==> config.mk <==
export PLATFORM = sky130hd
export DESIGN_NAME = fp_status_ctl
export DESIGN_NICKNAME = d
export VERILOG_FILES = /design/src/rtl/fp_status_ctl.sv
export SDC_FILE = /design/constraint.sdc
export NUM_CORES = 1
export LEC_CHECK = 0
export BUFFER_PORTS_ARGS = -buffer_cell sky130_fd_sc_hd__buf_4
export CORE_ASPECT_RATIO = 1.4
export CORE_UTILIZATION = 41
export DETAILED_ROUTE_END_ITERATION = 10
export PLACE_DENSITY = 0.82
export SLEW_MARGIN = 30
export SYNTH_ARGS = -nofsm -noshare
export SYNTH_HDL_FRONTEND = slang
export SYNTH_SLANG_ARGS = --single-unit
==> constraint.sdc <==
create_clock -name clk -period 1.2 [get_ports clk]
set_input_delay 0.3 -clock clk [delete_from_list [all_inputs] [get_ports clk]]
set_output_delay 0.3 -clock clk [all_outputs]
set_load 0.01 [all_outputs]
==> src/rtl/fp_status_ctl.sv <==
module fp_status_ctl #(
  parameter int NCOND = 5,
  parameter int RMW   = 2,
  localparam int REGW = 3*NCOND + RMW
) (
  input  logic             clk,
  input  logic             rst_n,
  input  logic [3:0]       wr_fld,
  input  logic [REGW-1:0]  wr_data,
  input  logic             done,
  input  logic [NCOND-1:0] cond,
  output logic [REGW-1:0]  rd_data,
  output logic             exc_req,
  output logic [RMW-1:0]   rnd_mode
);

  localparam int RM_LO = 0;
  localparam int FL_LO = RMW;
  localparam int EN_LO = RMW + NCOND;
  localparam int CA_LO = RMW + 2*NCOND;

  logic [NCOND-1:0] cause_q, en_q, flags_q;
  logic [RMW-1:0]   rm_q;

  always_ff @(posedge clk) begin
    if (!rst_n) begin
      cause_q <= '0;
      en_q    <= '0;
      flags_q <= '0;
      rm_q    <= '0;
    end else begin
      if (wr_fld[3])  cause_q <= wr_data[CA_LO +: NCOND];
      else if (done)  cause_q <= cond;
      if (wr_fld[2])  en_q    <= wr_data[EN_LO +: NCOND];
      if (wr_fld[1])  flags_q <= wr_data[FL_LO +: NCOND];
      else if (done)  flags_q <= flags_q | cond;
      if (wr_fld[0])  rm_q    <= wr_data[RM_LO +: RMW];
    end
  end

  assign exc_req  = done & |(cond & en_q);
  assign rd_data  = {cause_q, en_q, flags_q, rm_q};
  assign rnd_mode = rm_q;


  cause_load_chk: assert property (@(posedge clk) disable iff (!rst_n)
    (done && !wr_fld[3]) |=> (rd_data[CA_LO +: NCOND] == $past(cond)));


  flags_sticky_chk: assert property (@(posedge clk) disable iff (!rst_n)
    (done && !wr_fld[1]) |=> ((rd_data[FL_LO +: NCOND] & $past(cond)) == $past(cond)));


  req_needs_done_chk: assert property (@(posedge clk) disable iff (!rst_n)
    exc_req |-> done);


  masked_no_req_chk: assert property (@(posedge clk) disable iff (!rst_n)
    (done && rd_data[EN_LO +: NCOND] == '0) |-> !exc_req);


  flags_write_wins_chk: assert property (@(posedge clk) disable iff (!rst_n)
    wr_fld[1] |=> (rd_data[FL_LO +: NCOND] == $past(wr_data[FL_LO +: NCOND])));


  rm_out_chk: assert property (@(posedge clk) disable iff (!rst_n)
    wr_fld[0] |=> (rnd_mode == $past(wr_data[RM_LO +: RMW])));


  idle_hold_chk: assert property (@(posedge clk) disable iff (!rst_n)
    (!done && wr_fld == 4'b0) |=> $stable(rd_data));

endmodule

==> results.yml <==
routing:
  drc_errors: 0
  dr.first_iter.drc_count: 8
  antenna_left: 0
  drt_wl_total_mm: 1.927
  wl_per_cell_um: 13.29
  routed_via_density: 5.186
  drtPass1Iterations: 6
  vias: 752
setup_path:
  arrival_ns: 1.21
  ff2ff_setup_slack_ns: 0.29
  crit-reg2reg-launch: "cause_q[1]"
  worst_setup_path_start_kind: "flip-flop"
  r2r-end: "cause_q[1]"
  r2r_cells: 2
  required_ns: 0.90
  path_class: "reg2out"
  worstSetupEndpointType: "primary output"
  cp_max_fo: 2
clock_network:
  cts_buffers: 3
  hold_buffers: 0
  cts_sinks: 17
  clkSlewWorstSetupHoldPaths_ns: 0.09
  cts_tree: "yes"
  cts-root-buf: "clkbuf_4"
  clock_latency_ns: 0.29
  htreeDepth: 1
  clockBufferDepth: 2
finish:
  nets: 155
  num_antenna_cells: 0
  drive_gt1_frac: 0.5680
  area_growth_pct: 56.60
global_route:
  grtUsageTotal: 0.1960
  overflow: 0
  antenna_found_initial: 0
  grt_pass1_wl_mm: 2.849
  grt_pass1_vias: 721
  grt_max_degree: 18
synthesis:
  synth_compound_area_frac: 0.1574
  synth_seq_cells: 17
  synth-simple-area-share: 0.1749
  synth_fp_nets: 100
  ys_types: 18
  synth-seq-area-share: 0.4324
  synth_top_family_by_area: "multiplexers"
  synth-adder-area-share: 0
  syn_inst: 71
  syn_area_per_cell_um2: 11.08
  synth_area_um2: 787.0
  synth_mux_area_frac: 0.1797
  synth_warnings: 0
  synth-xor-area-share: 0
power_and_ir_drop:
  power.density_nw_per_um2: 1021
  finalPower_uw: 1258
  vdd_ir_drop_max_mv: 0.9099
  p_leak_uw: 0.0006579
placed_design:
  hpwl_mm: 1.537
  place.gp.congestion: 0.7125
  portBuffers: 48
floorplanning:
  fp.dieH_um: 53.84
  num_rows: 18
  die_area_um2: 2101
  initial_core_util: 0.4423
  core_um2: 1779
  die_x_um: 39.03
  ioPinCount: 49
worst_hold_path:
  hold_path_end: "en_q[4]"
  whs_path_depth: 3
  hp-class: "in2reg"
  worstHoldStart: "wr_data[11]"
sta:
  rsz0062_at_grt: "yes"
  final_max_slew_viol_count: 0
  fin_worst_skew_ns: 0
  fin_crit_ns: 1.510
  final_hold_viol_count: 0
  min_period_over_period: 1.259
  timing_worst_slew_pin_value_ns: 0.2689
  hold_ws_ns: 0.2689
  setup_viol: 1
  maxSlewHeadroom: 0.8207
  fmax_ghz: 0.6620
  final.setup.worst_slack_ns: -0.3105
outcome:
  violations: "negative setup slack"
  outcome: "finished with violations"
job:
  maxCapViolCount: 0
[cell usage in the layout (no fill, tap or decap), types with 3 or more instances in the layout]
cell type  count
mux2i_1        7
buf_4         55
a211o_2        4
nand2b_1      10
and3_1         5
dfxtp_1       15
nor2b_1        7
mux2_4         4
clkbuf_4       3
o211a_1        5
[per-stage QoR]
step / setup TNS [ns] / instances / utilization / instance area (um2) / setup slack [ns]
floorplan: 0 / 71 / - / 787.0 / 0.09585
global placement: -0.1800 / 141 / 0.6723 / 1196 / -0.1800
detailed placement: -0.1835 / 141 / 0.6723 / 1196 / -0.1835
CTS: -0.3160 / 145 / 0.6871 / 1222 / -0.3160
global route: -0.3807 / 145 / 0.6927 / 1232 / -0.3747
finish: -0.3105 / 145 / 0.6927 / 1232 / -0.3105
[kinds of logic (layout without fill, tap and decap cells)]
logic type	Yosys count	in the layout
AOI/OAI and AO/OA	13	13
muxes	12	12
and+or+nand+nor	22	22
DFF	17	17
buffers and inverters	7	61
[where the power goes]
group / leakage, uW / internal (uW) / total [uW] / switching, uW
registers: 0.000142 / 605 / 628 / 23.5
clock network: 0.0000150 / 129 / 310 / 181
logic: 0.000501 / 206 / 320 / 114
total: 0.000658 / 940 / 1260 / 318
[routing by layer]
metal / up-vias / routed length (um) / global-route usage
li1: 360 / - / -
met1: 357 / 680 / 0.1816
met2: 31 / 1097 / 0.3694
met3: 4 / 115 / 0.04959
met4: 0 / 34 / 0.1092
met5: - / 0 / 0
[Yosys cell counts]
| cell | instances | area [um2] |
|---|---|---|
| clkbuf_2 | 1 | 5.000 |
| mux2_2 | 1 | 11.26 |
| and3_1 | 5 | 31.28 |
| mux2i_1 | 7 | 70.07 |
| dfxtp_1 | 17 | 340.3 |
| buf_2 | 1 | 5.000 |
| clkbuf_1 | 2 | 7.510 |
| a211o_2 | 4 | 40.04 |
| buf_4 | 2 | 15.01 |
| o211a_1 | 5 | 50.05 |
| mux2_4 | 4 | 60.06 |
| nor2b_1 | 7 | 43.79 |
| a222oi_1 | 1 | 10.01 |
| a211o_1 | 1 | 8.760 |
| nand2b_1 | 10 | 62.56 |
| a22oi_1 | 1 | 7.510 |
| buf_6 | 1 | 11.26 |
| a21boi_0 | 1 | 7.510 |
[critical path, stage by stage, from the launching register on]
cell	delay [ns]
dfxtp_1	0.33
a222oi_1	0.31
a21boi_1	0.14
buf_4	0.16
[registers in the layout, indices dropped and copies added, names as in the netlist]
signal,count
flags_q,5
cause_q,5
rnd_mode,2
en_q,5
[worst max-delay path by stage]
stage                       start       to  slack (ns)  cells past startpoint
final                     en_q[3]  exc_req       -0.31                      3
after global routing      en_q[3]  exc_req       -0.37                      3
after CTS                 en_q[3]  exc_req       -0.32                      3
after detailed placement  cond[3]  exc_req       -0.18                      4
after global placement    cond[3]  exc_req       -0.18                      4
after floorplan           en_q[3]  exc_req         0.1                      2
[final cells by class]
| type | count | area [um2] |
|---|---|---|
| fillers | 146 | 546.8 |
| repair buffers | 57 | 435.4 |
| multi-input cells | 47 | 402.9 |
| flip-flops and latches | 17 | 342.8 |
| clock buffers | 4 | 26.28 |
| well taps | 20 | 25.02 |
[what timing repair did]
item | CTS | global route
endpoints found under the setup margin | 1 | 4
pin swaps | 2 | 0
resized for setup | 1 | 4
cloned | 0 | 0
buffers inserted | 0 | 1
endpoints found under the hold margin | 0 | 0
No activity file was read; power rests on OpenSTA's default activity.
